### config.mk
export PLATFORM = sky130hd
export DESIGN_NAME = frame_prescaler
export DESIGN_NICKNAME = d
export VERILOG_FILES = /design/src/rtl/prescaler_pkg.sv /design/src/rtl/fsync_meter.sv /design/src/rtl/ratio_lock.sv /design/src/rtl/enable_gen.sv /design/src/rtl/power_seq.sv /design/src/rtl/frame_prescaler.sv
export SDC_FILE = /design/constraint.sdc
export NUM_CORES = 1
export LEC_CHECK = 0
export BUFFER_PORTS_ARGS = -buffer_cell sky130_fd_sc_hd__clkbuf_2
export CORE_UTILIZATION = 40
export CTS_CLUSTER_DIAMETER = 30
export CTS_CLUSTER_SIZE = 24
export DETAILED_ROUTE_END_ITERATION = 8
export GPL_TIMING_DRIVEN = 1
export HOLD_SLACK_MARGIN = 0.03
export PLACE_DENSITY = 0.55
export SLEW_MARGIN = 10
export SYNTH_ARGS = -nofsm -noshare
export SYNTH_HDL_FRONTEND = slang
export SYNTH_SLANG_ARGS = --single-unit
### constraint.sdc
create_clock -name clk -period 26.5 [get_ports clk]
set_input_delay 5.3 -clock clk [delete_from_list [all_inputs] [get_ports clk]]
set_output_delay 5.3 -clock clk [all_outputs]
set_load 0.05 [all_outputs]
### src/rtl/prescaler_pkg.sv
// Package: shared constants for the frame-locked prescaler.
// Holds the nominal master-cycle counts per 8 kHz frame for every supported
// master rate, ordered by increasing period (the order sets tie priority).
package prescaler_pkg;

    localparam int unsigned NUM_RATES = 7;
    localparam int unsigned IDX_W     = $clog2(NUM_RATES);

    // Master cycles per frame: 256, 512, 1536, 1544, 2048, 2560, 4096 kHz.
    localparam int unsigned PERIODS [NUM_RATES] = '{32, 64, 192, 193, 256, 320, 512};

    // Longest nominal period, used for the frame-absence limit.
    function automatic int unsigned max_period();
        int unsigned m;
        m = 0;
        for (int i = 0; i < int'(NUM_RATES); i++) begin
            if (PERIODS[i] > m) m = PERIODS[i];
        end
        return m;
    endfunction

    // Nominal period of a class index; out-of-range indices give 0.
    function automatic int unsigned period_of(logic [IDX_W-1:0] idx);
        int unsigned p;
        p = 0;
        for (int i = 0; i < int'(NUM_RATES); i++) begin
            if (int'(idx) == i) p = PERIODS[i];
        end
        return p;
    endfunction

endpackage

### src/rtl/fsync_meter.sv
// Module: fsync_meter
// Detects frame-sync rising edges, counts master cycles between them and
// classifies the count to the nearest supported period within TOL cycles.
// Assumes fsync is synchronous to clk.
module fsync_meter
    import prescaler_pkg::*;
#(
    parameter int unsigned CNT_W = 10,
    parameter int unsigned TOL   = 2
) (
    input  logic             clk,
    input  logic             rst_n,
    input  logic             fsync,
    output logic             fs_rise,
    output logic [CNT_W-1:0] frame_cnt,
    output logic             cls_hit,
    output logic [IDX_W-1:0] cls_idx
);

    localparam logic [CNT_W-1:0] CNT_MAX = '1;

    logic fs_q;

    // Previous frame-sync level for edge detection.
    always_ff @(posedge clk) begin
        if (!rst_n) fs_q <= 1'b0;
        else        fs_q <= fsync;
    end

    assign fs_rise = fsync & ~fs_q;

    // Cycle counter: restarts at 1 on each edge, saturates at its maximum.
    always_ff @(posedge clk) begin
        if (!rst_n)                    frame_cnt <= '0;
        else if (fs_rise)              frame_cnt <= CNT_W'(1);
        else if (frame_cnt != CNT_MAX) frame_cnt <= frame_cnt + CNT_W'(1);
    end

    // Nearest-period classification; strict compare keeps the lower index on a tie.
    always_comb begin
        int best;
        int diff;
        cls_hit = 1'b0;
        cls_idx = '0;
        best    = int'(TOL) + 1;
        for (int i = 0; i < int'(NUM_RATES); i++) begin
            diff = int'(frame_cnt) - int'(PERIODS[i]);
            if (diff < 0) diff = -diff;
            if (diff < best) begin
                best    = diff;
                cls_hit = 1'b1;
                cls_idx = IDX_W'(i);
            end
        end
    end

endmodule

### src/rtl/ratio_lock.sv
// Module: ratio_lock
// Holds the active divide ratio and the lock flag. A new ratio is adopted
// only when two consecutive measured frames give the same class; a frame
// outside every window drops lock but keeps the ratio. Standby clears all.
module ratio_lock
    import prescaler_pkg::*;
(
    input  logic             clk,
    input  logic             rst_n,
    input  logic             standby,
    input  logic             meas_valid,
    input  logic             cls_hit,
    input  logic [IDX_W-1:0] cls_idx,
    output logic [IDX_W-1:0] ratio_idx,
    output logic             have_ratio,
    output logic             locked,
    output logic             ratio_upd
);

    logic [IDX_W-1:0] cand_idx;
    logic             cand_vld;

    // Adopt a new ratio on a repeated class that differs from the active one.
    assign ratio_upd = meas_valid && !standby && cls_hit && cand_vld &&
                       (cls_idx == cand_idx) &&
                       (!have_ratio || (cls_idx != ratio_idx));

    // Candidate, active ratio and lock state update on measured edges.
    always_ff @(posedge clk) begin
        if (!rst_n || standby) begin
            ratio_idx  <= '0;
            have_ratio <= 1'b0;
            locked     <= 1'b0;
            cand_idx   <= '0;
            cand_vld   <= 1'b0;
        end else if (meas_valid) begin
            if (!cls_hit) begin
                locked   <= 1'b0;
                cand_vld <= 1'b0;
            end else begin
                if (ratio_upd) begin
                    ratio_idx  <= cls_idx;
                    have_ratio <= 1'b1;
                    locked     <= 1'b1;
                end else begin
                    locked <= have_ratio && (cls_idx == ratio_idx);
                end
                cand_idx <= cls_idx;
                cand_vld <= 1'b1;
            end
        end
    end

endmodule

### src/rtl/enable_gen.sv
// Module: enable_gen
// Phase accumulator that spreads FRAME_TICKS pulses evenly over `period`
// master cycles, plus a modulo-FRAME_TICKS sub-count for the sample enable.
// Assumes FRAME_TICKS is a power of two and period >= FRAME_TICKS.
module enable_gen #(
    parameter int unsigned CNT_W       = 10,
    parameter int unsigned FRAME_TICKS = 32
) (
    input  logic             clk,
    input  logic             rst_n,
    input  logic             run,
    input  logic             clear,
    input  logic [CNT_W-1:0] period,
    output logic             tick_fast,
    output logic             tick_slow
);

    localparam int unsigned SUB_W = $clog2(FRAME_TICKS);
    localparam logic [SUB_W-1:0] SUB_LAST = SUB_W'(FRAME_TICKS - 1);

    logic [CNT_W-1:0] acc;
    logic [CNT_W:0]   sum;
    logic [SUB_W-1:0] sub;

    assign sum = {1'b0, acc} + (CNT_W+1)'(FRAME_TICKS);

    // Accumulate FRAME_TICKS per cycle; wrap by `period` and emit a tick.
    always_ff @(posedge clk) begin
        if (!rst_n || !run || clear) begin
            acc       <= '0;
            sub       <= '0;
            tick_fast <= 1'b0;
            tick_slow <= 1'b0;
        end else if (sum >= {1'b0, period}) begin
            acc       <= CNT_W'(sum - {1'b0, period});
            tick_fast <= 1'b1;
            tick_slow <= (sub == SUB_LAST);
            sub       <= sub + SUB_W'(1);
        end else begin
            acc       <= sum[CNT_W-1:0];
            tick_fast <= 1'b0;
            tick_slow <= 1'b0;
        end
    end

endmodule

### src/rtl/power_seq.sv
// Module: power_seq
// Standby and wake sequencing. Enters standby on a low power-up input or
// when no frame edge arrives for ABSENT_CYCLES; leaves it on a frame edge
// with power-up high, then permits transmit after WAKE_FRAMES more edges.
module power_seq #(
    parameter int unsigned CNT_W         = 10,
    parameter int unsigned ABSENT_CYCLES = 515,
    parameter int unsigned WAKE_FRAMES   = 2
) (
    input  logic             clk,
    input  logic             rst_n,
    input  logic             pwr_up,
    input  logic             fs_rise,
    input  logic [CNT_W-1:0] frame_cnt,
    output logic             standby,
    output logic             tx_permit
);

    localparam int unsigned WF_W = $clog2(WAKE_FRAMES + 1);
    localparam logic [WF_W-1:0] WF_DONE = WF_W'(WAKE_FRAMES);
    localparam logic [WF_W-1:0] WF_LAST = WF_W'(WAKE_FRAMES - 1);

    logic [WF_W-1:0] wake_cnt;
    logic            absent;

    assign absent = !fs_rise && (int'(frame_cnt) >= int'(ABSENT_CYCLES));

    // Standby state, wake frame count and transmit permit.
    always_ff @(posedge clk) begin
        if (!rst_n || !pwr_up) begin
            standby   <= 1'b1;
            tx_permit <= 1'b0;
            wake_cnt  <= '0;
        end else if (standby) begin
            if (fs_rise) standby <= 1'b0;
            tx_permit <= 1'b0;
            wake_cnt  <= '0;
        end else if (absent) begin
            standby   <= 1'b1;
            tx_permit <= 1'b0;
            wake_cnt  <= '0;
        end else if (fs_rise && (wake_cnt != WF_DONE)) begin
            if (wake_cnt == WF_LAST) tx_permit <= 1'b1;
            wake_cnt <= wake_cnt + WF_W'(1);
        end
    end

endmodule

### src/rtl/frame_prescaler.sv
// Module: frame_prescaler (top)
// Measures the master clock against the 8 kHz frame sync, picks the divide
// ratio, produces the 256 kHz and 8 kHz enables, and sequences standby and
// transmit permit. All inputs are synchronous to clk.
module frame_prescaler
    import prescaler_pkg::*;
#(
    parameter int unsigned CNT_W       = 10,
    parameter int unsigned FRAME_TICKS = 32,
    parameter int unsigned TOL         = 2,
    parameter int unsigned WAKE_FRAMES = 2
) (
    input  logic clk,
    input  logic rst_n,
    input  logic fsync,
    input  logic pwr_up,
    output logic tick_256,
    output logic tick_8k,
    output logic standby,
    output logic locked,
    output logic tx_permit
);

    localparam int unsigned ABSENT_CYCLES = max_period() + TOL + 1;

    logic             fs_rise;
    logic [CNT_W-1:0] frame_cnt;
    logic             cls_hit;
    logic [IDX_W-1:0] cls_idx;
    logic [IDX_W-1:0] ratio_idx;
    logic             have_ratio;
    logic             ratio_upd;
    logic [CNT_W-1:0] period;

    fsync_meter #(.CNT_W(CNT_W), .TOL(TOL)) u_meter (
        .clk       (clk),
        .rst_n     (rst_n),
        .fsync     (fsync),
        .fs_rise   (fs_rise),
        .frame_cnt (frame_cnt),
        .cls_hit   (cls_hit),
        .cls_idx   (cls_idx)
    );

    ratio_lock u_lock (
        .clk        (clk),
        .rst_n      (rst_n),
        .standby    (standby),
        .meas_valid (fs_rise),
        .cls_hit    (cls_hit),
        .cls_idx    (cls_idx),
        .ratio_idx  (ratio_idx),
        .have_ratio (have_ratio),
        .locked     (locked),
        .ratio_upd  (ratio_upd)
    );

    assign period = CNT_W'(period_of(ratio_idx));

    enable_gen #(.CNT_W(CNT_W), .FRAME_TICKS(FRAME_TICKS)) u_gen (
        .clk       (clk),
        .rst_n     (rst_n),
        .run       (have_ratio && !standby),
        .clear     (ratio_upd),
        .period    (period),
        .tick_fast (tick_256),
        .tick_slow (tick_8k)
    );

    power_seq #(
        .CNT_W         (CNT_W),
        .ABSENT_CYCLES (ABSENT_CYCLES),
        .WAKE_FRAMES   (WAKE_FRAMES)
    ) u_pwr (
        .clk       (clk),
        .rst_n     (rst_n),
        .pwr_up    (pwr_up),
        .fs_rise   (fs_rise),
        .frame_cnt (frame_cnt),
        .standby   (standby),
        .tx_permit (tx_permit)
    );

endmodule

# == After elaboration in Yosys (flattened, before gate mapping) ==
# Index checks and enable logic that the tools add are counted.
# word_totals
regBits,41
input_bits,4
# op_classes
addsub,19
order_cmp,16
eq_ne,13
muxes,43
bitwise_logic,4
n_reduce_logical,28
# ops
cell,n
two-way mux 32 bit,13
"less-than comparator 32 x 1 -> 1 bit, second input constant",7
negator 32 bit,7
less-than comparator 32 bit,6
two-way mux 10 bit,7
"less-than comparator 32 x 3 -> 1 bit, second input constant",1
"subtractor 10 x 8 -> 11 bit, second input constant",2
"subtractor 10 x 9 -> 11 bit, second input constant",2
two-way mux 1 bit,17
"== test 3 bit, second input constant",4
"adder 10 x 6 -> 11 bit, second input constant",1
>= comparator 11 x 10 -> 1 bit,1
"subtractor 10 x 10 -> 11 bit, second input constant",1
"subtractor 10 x 6 -> 11 bit, second input constant",1
"subtractor 10 x 7 -> 11 bit, second input constant",1
"adder 10 x 1 -> 10 bit, second input constant",1
">= comparator 10 bit, second input constant",1
"!= test 10 bit, second input constant",1
subtractor 10 bit,1
logical AND 1 bit,9
two-way mux 3 bit,3
"== test 3 x 2 -> 1 bit, second input constant",2
== test 3 bit,2
zero test 1 bit,6
other kinds (17),26

# == Longest topological paths before layout ==
# Gate-level depths: netlist of run 1.
# logic_depth
depth_word,23
depth_mapped,83

# == Hierarchy ==
# A second synthesis of run 1 with hierarchy kept.
# unflattened
hier_cells,1214
area_unflattened_um2,9389.0
# by_module_without_submodules
mod,n_inst,cells_per_inst,area_each_um2,seq_area_each_um2
fsync_meter,1,991,7472.2,220.2
enable_gen,1,143,1222.4,340.3
ratio_lock,1,48,425.4,180.2
power_seq,1,23,211.5,80.1
frame_prescaler,1,9,57.6,0.0

# == Least setup slack after synthesis of run 1 ==
# Ideal clock, no wire load.
# synth_path
path_kind,register to register
start,register u_meter.frame_cnt[6]
end,register u_gen.acc[0]
arrival_ns,15.911
slack_ns,10.485
path_stages_with_launch,79
n_path_buf,11
path_cell_list,dfxtp_1 > clkbuf_1 > clkinv_1 > ha_1 > clkbuf_1 > nand2_1 > clkbuf_1 > o21ai_0 > o21ai_0 > a21oi_1 > nor4_1 > nand3_1 > ha_1 > buf_2 > clkbuf_1 > or2_2 > ha_1 > a21o_1 > (+43 left out) > o211a_1 > nor2_1 > clkbuf_1 > nor2_1 > a21o_1 > ha_1 > a21oi_1 > o21ai_0 > a221oi_1 > o22ai_1 > o21ai_0 > a311oi_1 > a211oi_1 > nor3_1 > a211oi_1 > o32a_2 > nor2_8 > a2111oi_2
# synth_via
elab_chain_cells,22
elab_cells_between_ends,62
classes_between,14 x add/sub; 14 x order compare; 2 x eq/ne; 26 x mux; 6 x reduce/logical
# synth_lines
item,line,rtl
"start, declared",fsync_meter.sv:15,"output logic [CNT_W-1:0] frame_cnt,"
"start signal, assigned",fsync_meter.sv:36,else if (frame_cnt != CNT_MAX) frame_cnt <= frame_cnt + CNT_W'(1);
"parallel branches: the longest is 20 deep, another holds negator 32 bit",--,
logical AND 1 bit *,ratio_lock.sv:25,(cls_idx == cand_idx) &&
logical OR 1 bit *,enable_gen.sv:29,if (!rst_n || !run || clear) begin
"end signal, assigned",enable_gen.sv:35,"acc <= CNT_W'(sum - {1'b0, period});"
"end signal, assigned",enable_gen.sv:40,acc <= sum[CNT_W-1:0];
"end, declared",enable_gen.sv:21,logic [CNT_W-1:0] acc;
# Mark *: on every way between the ends.
# A chain may end at the register's enable or synchronous reset.

# == Worst setup path after layout of run 1 ==
# layout_path
start,register u_meter.frame_cnt[9]
end,register u_gen.acc[1]
# Same word-level chain as after synthesis.

==> flow_summary.toml, run 1 <==
[run_status]
outcome = "finished clean"

[min_path]
hold-path-endpoint = "u_pwr.tx_permit"
whs_path_depth = 2
min_from = "u_pwr.tx_permit"
hp-class = "flip-flop to flip-flop"

[cells_and_area]
fin_area_um2 = 10700
nets = 1645
area_growth_pct = 13.8
final_cells = 1736
diodes = 0
drive_gt1_share_pct = 5.83
n_fill_cell = 2402
final_util_pct = 46.8

[floorplan]
boundaryPins = 9
start_util_pct = 41.2
dieArea_um2 = 24100
die_w_um = 155
die_h_um = 155
core_um2 = 22800
core.rowCount = 55

[critical_path]
reg2reg_from = "u_meter.frame_cnt[9]"
worst-r2r-setup-slack_ns = 6.91
cp.arrival_ns = 19.75
worst-r2r-cell-count = 67
crit_required_ns = 26.66
critPathCaptureType = "flip-flop"
r2r-end = "u_gen.acc[1]"
crit_fanout = 24
cpMaxStageDelayCell = "dfxtp_1"
cpPeakStageDelay_ns = 0.84
start_kind = "flip-flop"
path_class = "flip-flop to flip-flop"
cp_common_cell = "a21oi_1"

[synthesis]
ys_seq_area_share_pct = 8.73
synth.area.top_cells = "ha_1 (29%), dfxtp_1 (8.7%), xnor2_1 (5.7%)"
yosysTopAreaCellShare_pct = 29.0
synth.avg_cell_area_um2 = 7.68
synth_enable_flop_cells = 0
yosysUniqueCellTypes = 85
synth-main-ff-cell = "dfxtp_1"
synth-seq-cells = 41
netlist_instances = 1225
async_flop_share_pct = 0
ys_warn_count = 0
syn_area_um2 = 9410
yosysTopAreaCell = "ha_1"

[power]
switching_share_pct = 45.8
p_int_mw = 0.183
clockPowerShare_pct = 17.6
ir_drop_mv = 0.0221
seqPwrFrac_pct = 18.6
switchingPower_mw = 0.155
pwr-share-comb_pct = 63.8
power.total_mw = 0.338
power.leakage_nw = 4.97
powerDensity_nw_per_um2 = 31.6

[sta]
max_freq_mhz = 51.1
period_needed_ns = 19.59
holdWs_ns = 0.471
relSlewSlack_pct = 21.3
finalHoldViolations = 0
worst-slew-pin-transition_ns = 1.17
finalSetupViolCount = 0
finalMaxSlewViolations = 0
rsz0062_at_grt = "false"
fin_tns_setup_ns = 0
finalClockSkew_ns = 0.00750
setup_ws_ns = 6.91
post-route-period-util_pct = 73.9

[clock_tree]
path_clk_slew_ns = 0.06
cts_resized = 0
clock_sink_count = 41
clk_latency_ns = 0.28
cts_tree = "done"
cts_buffer_depth = 2
cts_buffers = 5
holdBufCountCts = 0
h-tree-depth = 2
post_cts.repair.setup_buffers = 0
root_buffer = "clkbuf_16"

[route]
vias = 9116
drc = 0
antenna_left = 0
wirelength_um = 25300
via_per_inst = 5.25
drtIter0Drc = 630
first_pass_iters = 5
wl_per_cell_um = 14.6

[placed_design]
dp.cells = 1729
preCtsSetupSlack_ns = 6.97
port_buffers = 8
postPlaceCellArea_um2 = 10600
hpwl_um = 20900
place_congestion = 0.893

[global_routing]
track_usage_pct = 21.1
grt_max_degree = 25
grt_pass1_vias = 8365
grt_pass1_wl_um = 41400
grt_antenna_before_repair = 0
grt-ovfl-total = 0

[job]
max_cap_violations = 0
## worst max-delay path by stage
stage                         start            to  slack [ns]  cells after the start
3_3_place_gp   u_meter.frame_cnt[9]  u_gen.acc[0]        7.30                     66
6_report       u_meter.frame_cnt[9]  u_gen.acc[1]        6.91                     67
3_5_place_dp   u_meter.frame_cnt[9]  u_gen.acc[1]        6.97                     66
2_1_floorplan  u_meter.frame_cnt[6]  u_gen.acc[0]       10.49                     78
4_1_cts        u_meter.frame_cnt[9]  u_gen.acc[1]        6.82                     66
5_1_grt        u_meter.frame_cnt[8]  u_gen.acc[1]        5.21                     68
## power groups by stage
stage          Combinational (mW)  Clock, mW  Sequential (mW)
2_1_floorplan               0.163          0           0.0644
3_3_place_gp                0.203          0           0.0644
3_5_place_dp                0.203          0           0.0644
4_1_cts                     0.204     0.0614           0.0630
5_1_grt                     0.243     0.0645           0.0631
6_report                    0.216     0.0594           0.0630
## metal layers
| metal | GRT usage (%) | vias up | wire [um] |
|---|---|---|---|
| met3 | 1.64 | 37 | 986 |
| met2 | 35.1 | 192 | 11400 |
| met4 | 5.18 | 0 | 591 |
| met1 | 29.3 | 4154 | 12300 |
| met5 | 0 | - | 0 |
| li1 | - | 4733 | - |
## worst max-delay path, delay by kind of cell (launching register included)
kind | cells | cell delay, ns
AO/OA/AOI/OAI | 39 | 10.29
adder cells (fa/ha/maj) | 8 | 2.93
buffers and inverters | 2 | 0.63
flip-flops | 1 | 0.84
multiplexers | 2 | 0.82
AND/OR/NAND/NOR | 16 | 3.89
## logic make-up after synthesis
family	share of synthesized area [%]
and+or+nand+nor	24.0
AOI/OAI and AO/OA	23.2
adders and majority gates	29.0
buffers and inverters	4.11
xor gates and xnor gates	8.01
DFF	8.73
muxes	2.83
other	0.0798
## placed cells by master (no fill, tap or decap), types with 11 or more instances in the layout
cell      synthesis  routed
a211oi_1         16      16
a21o_1           23      23
a21oi_1         103     103
and3_1           12      12
and4_1           11      11
conb_1            2     223
dfxtp_1          41      41
ha_1            218     218
inv_1            46      46
mux2_2           13      13
mux2i_1          12      12
nand2_1         110     110
nand2b_1         11      11
nand3_1          39      39
nand4_1          35      35
nor2_1          106     105
nor2b_1          11      11
nor3_1           35      34
nor3_2           11      12
o211ai_1         12      12
o21a_1           24      24
o21ai_0          50      50
xnor2_1          61      61
xor2_1           25      25
## Yosys cell counts (all sizes together), types with 9 or more instances
library cell / count
ha: 218
nand2: 110
nor2: 107
a21oi: 106
xnor2: 61
o21ai: 52
inv: 46
nor3: 46
dfxtp: 41
nand3: 39
nand4: 36
clkbuf: 35
o21a: 25
xor2: 25
a21o: 23
a211oi: 17
mux2: 13
o211ai: 13
and3: 12
buf: 12
mux2i: 12
nand2b: 12
nor4: 12
and4: 11
nor2b: 11
and2: 9
or3: 9
## cell type report
cell class / count / area (um^2) / area share (%)
clock buffers: 6 / 139 / 1.30
clock inverters: 1 / 7.51 / 0.0702
inverters: 50 / 188 / 1.75
multi-input cells: 1308 / 9050 / 84.5
flip-flops and latches: 41 / 821 / 7.67
well taps: 313 / 392 / 3.66
repair buffers: 17 / 108 / 1.01
## sequential cells by signal (all words and copies together), names as in the netlist
signal             cells
u_lock.cand_vld        1
u_lock.locked          1
u_gen.tick_fast        1
u_gen.tick_slow        1
u_meter.fs_q           1
u_lock.ratio_idx       3
u_meter.frame_cnt     10
u_gen.acc             10
u_pwr.tx_permit        1
u_lock.have_ratio      1
u_pwr.wake_cnt         2
u_pwr.standby          1
u_gen.sub              5
u_lock.cand_idx        3
No activity file was read; power rests on OpenSTA's default activity.
==> inputs of run 2 (changes only) <==
- clock period: 26.5 -> 19.25 ns (I/O delays scaled with it)
==> run 2 against run 1 <==
Via count fell by 0.45%. Wire length is 2.2% higher. Global-route usage grew 0.39 points. Clock power up 43%. Critical path depth down 1. Clock skew shrank 0.0030 ns. Total power up 40%. Flip-flop and latch count stayed put.
==> flow_summary.toml, run 2 (same netlist as run 1, synthesis figures left out) <==
[run_status]
outcome = "finished clean"

[placed_design]
hpwl_um = 21400
place_congestion = 0.897
preCtsSetupSlack_ns = 0.484
port_buffers = 8

[sta]
post-route-period-util_pct = 92.5
holdWs_ns = 0.482
period_needed_ns = 17.81
worst-slew-pin-transition_ns = 1.11
finalSetupViolCount = 0
finalHoldViolations = 0
finalMaxSlewViolations = 0
setup_ws_ns = 1.44
relSlewSlack_pct = 25.1
fin_tns_setup_ns = 0
max_freq_mhz = 56.2
rsz0062_at_grt = "false"
finalClockSkew_ns = 0.00451

[global_routing]
grt_pass1_wl_um = 41700
grt_pass1_vias = 8228
grt_antenna_before_repair = 0
track_usage_pct = 21.5
grt_max_degree = 25
grt-ovfl-total = 0

[critical_path]
startpoint = "u_meter.frame_cnt[5]"
cpPeakStageDelay_ns = 0.78
crit_end = "u_gen.acc[0]"
path_class = "flip-flop to flip-flop"
worst-r2r-cell-count = 66
cp_common_cell = "ha_1"
crit_fanout = 22
reg2reg_from = "u_meter.frame_cnt[5]"
worst-r2r-setup-slack_ns = 1.44
crit_required_ns = 19.42
cpMaxStageDelayCell = "dfxtp_1"
r2r-end = "u_gen.acc[0]"
cp.arrival_ns = 17.98
critPathCaptureType = "flip-flop"
start_kind = "flip-flop"

[clock_tree]
cts_tree = "done"
root_buffer = "clkbuf_16"
cts_buffers = 5
clk_latency_ns = 0.28
clock_sink_count = 41
cts_buffer_depth = 2
path_clk_slew_ns = 0.06
holdBufCountCts = 0
h-tree-depth = 2

[route]
vias = 9075
wl_per_cell_um = 14.8
via_per_inst = 5.20
drtIter0Drc = 536
wirelength_um = 25900
drc = 0
antenna_left = 0
first_pass_iters = 5

[job]
max_cap_violations = 0

[min_path]
hp-class = "flip-flop to flip-flop"

[floorplan]
start_util_pct = 41.2
dieArea_um2 = 24100
core.rowCount = 55
core_um2 = 22800
boundaryPins = 9
die_h_um = 155
die_w_um = 155

[cells_and_area]
drive_gt1_share_pct = 6.91
final_util_pct = 47.3
top_regs = "u_gen.acc: 10 flops, u_meter.frame_cnt: 10 flops, u_gen.sub: 5 flops"
area_growth_pct = 14.8
nets = 1654
mostFrequentLayoutCell = "conb_1"
diodes = 0
final_cell_mix = "conb_1 (223), ha_1 (217), nand2_1 (109), nor2_1 (106), a21oi_1 (103)"

[power]
power.leakage_nw = 5.02
powerDensity_nw_per_um2 = 43.7
power.total_mw = 0.472
ir_drop_mv = 0.0317
==> run 2: changes by cell type in the layout (fill, tap and decap cells not counted), moves of 2 or more <==
cell        previous run  this run
dfxtp_1               41        38
dfxtp_2                0         3
buf_4                  9        17
clkinvlp_4             1         3
==> run 2: worst max-delay path: cells and delay by family (launching register included) <==
family	cells	cell delay, ns
AO/OA/AOI/OAI	35	8.22
buffers and inverters	4	1.09
AND/OR/NAND/NOR	16	3.51
multiplexers	3	1.24
adder cells (fa/ha/maj)	8	2.85
flip-flops	1	0.78
==> run 2: area by class of cell <==
cell class / instances / area (um^2)
Fill cell: 2410 / 12000
Multi-Input combinational cell: 1309 / 9080
Sequential cell: 41 / 825
Tap cell: 313 / 392
Inverter: 50 / 195
Timing Repair Buffer: 25 / 168
Clock buffer: 6 / 139
Clock inverter: 1 / 7.51
==> run 2: how the worst min path moves through the flow <==
stage / cells past startpoint / end / from / slack [ns]
floorplan: 2 / u_lock.cand_idx[2] / u_lock.cand_idx[2] / 0.45
global placement: 2 / u_pwr.tx_permit / u_pwr.tx_permit / 0.46
detailed placement: 2 / u_pwr.tx_permit / u_pwr.tx_permit / 0.47
CTS: 2 / u_lock.cand_idx[2] / u_lock.cand_idx[2] / 0.49
global route: 2 / u_lock.cand_idx[2] / u_lock.cand_idx[2] / 0.51
finish: 2 / u_pwr.tx_permit / u_pwr.tx_permit / 0.48
==> run 2: where the power goes <==
part           total, mW  internal [mW]  switching (mW)
Clock             0.0847         0.0509          0.0338
Sequential        0.0862         0.0857        0.000470
Combinational      0.301          0.118           0.183
==> run 2: repair_timing <==
action | CTS | global route
hold endpoints to repair | 0 | 0
endpoints found under the setup margin | 0 | 26
setup buffers | 0 | 5
resized for setup | 0 | 9
==> run 2: stage by stage <==
step | area (um^2) | instances
2_1_floorplan | 10200 | 1446
3_3_place_gp | 10600 | 1732
3_5_place_dp | 10600 | 1732
4_1_cts | 10700 | 1739
5_1_grt | 10800 | 1745
6_report | 10800 | 1745
==> run 2: layer usage <==
| layer | vias up | part of all wire [%] | GRT usage (%) |
|---|---|---|---|
| met1 | 4140 | 49 | 30.0 |
| met3 | 36 | 3.4 | 1.92 |
| li1 | 4752 | - | - |
| met2 | 147 | 45 | 34.5 |
| met4 | 0 | 2.7 | 7.10 |
| met5 | - | 0 | 0 |
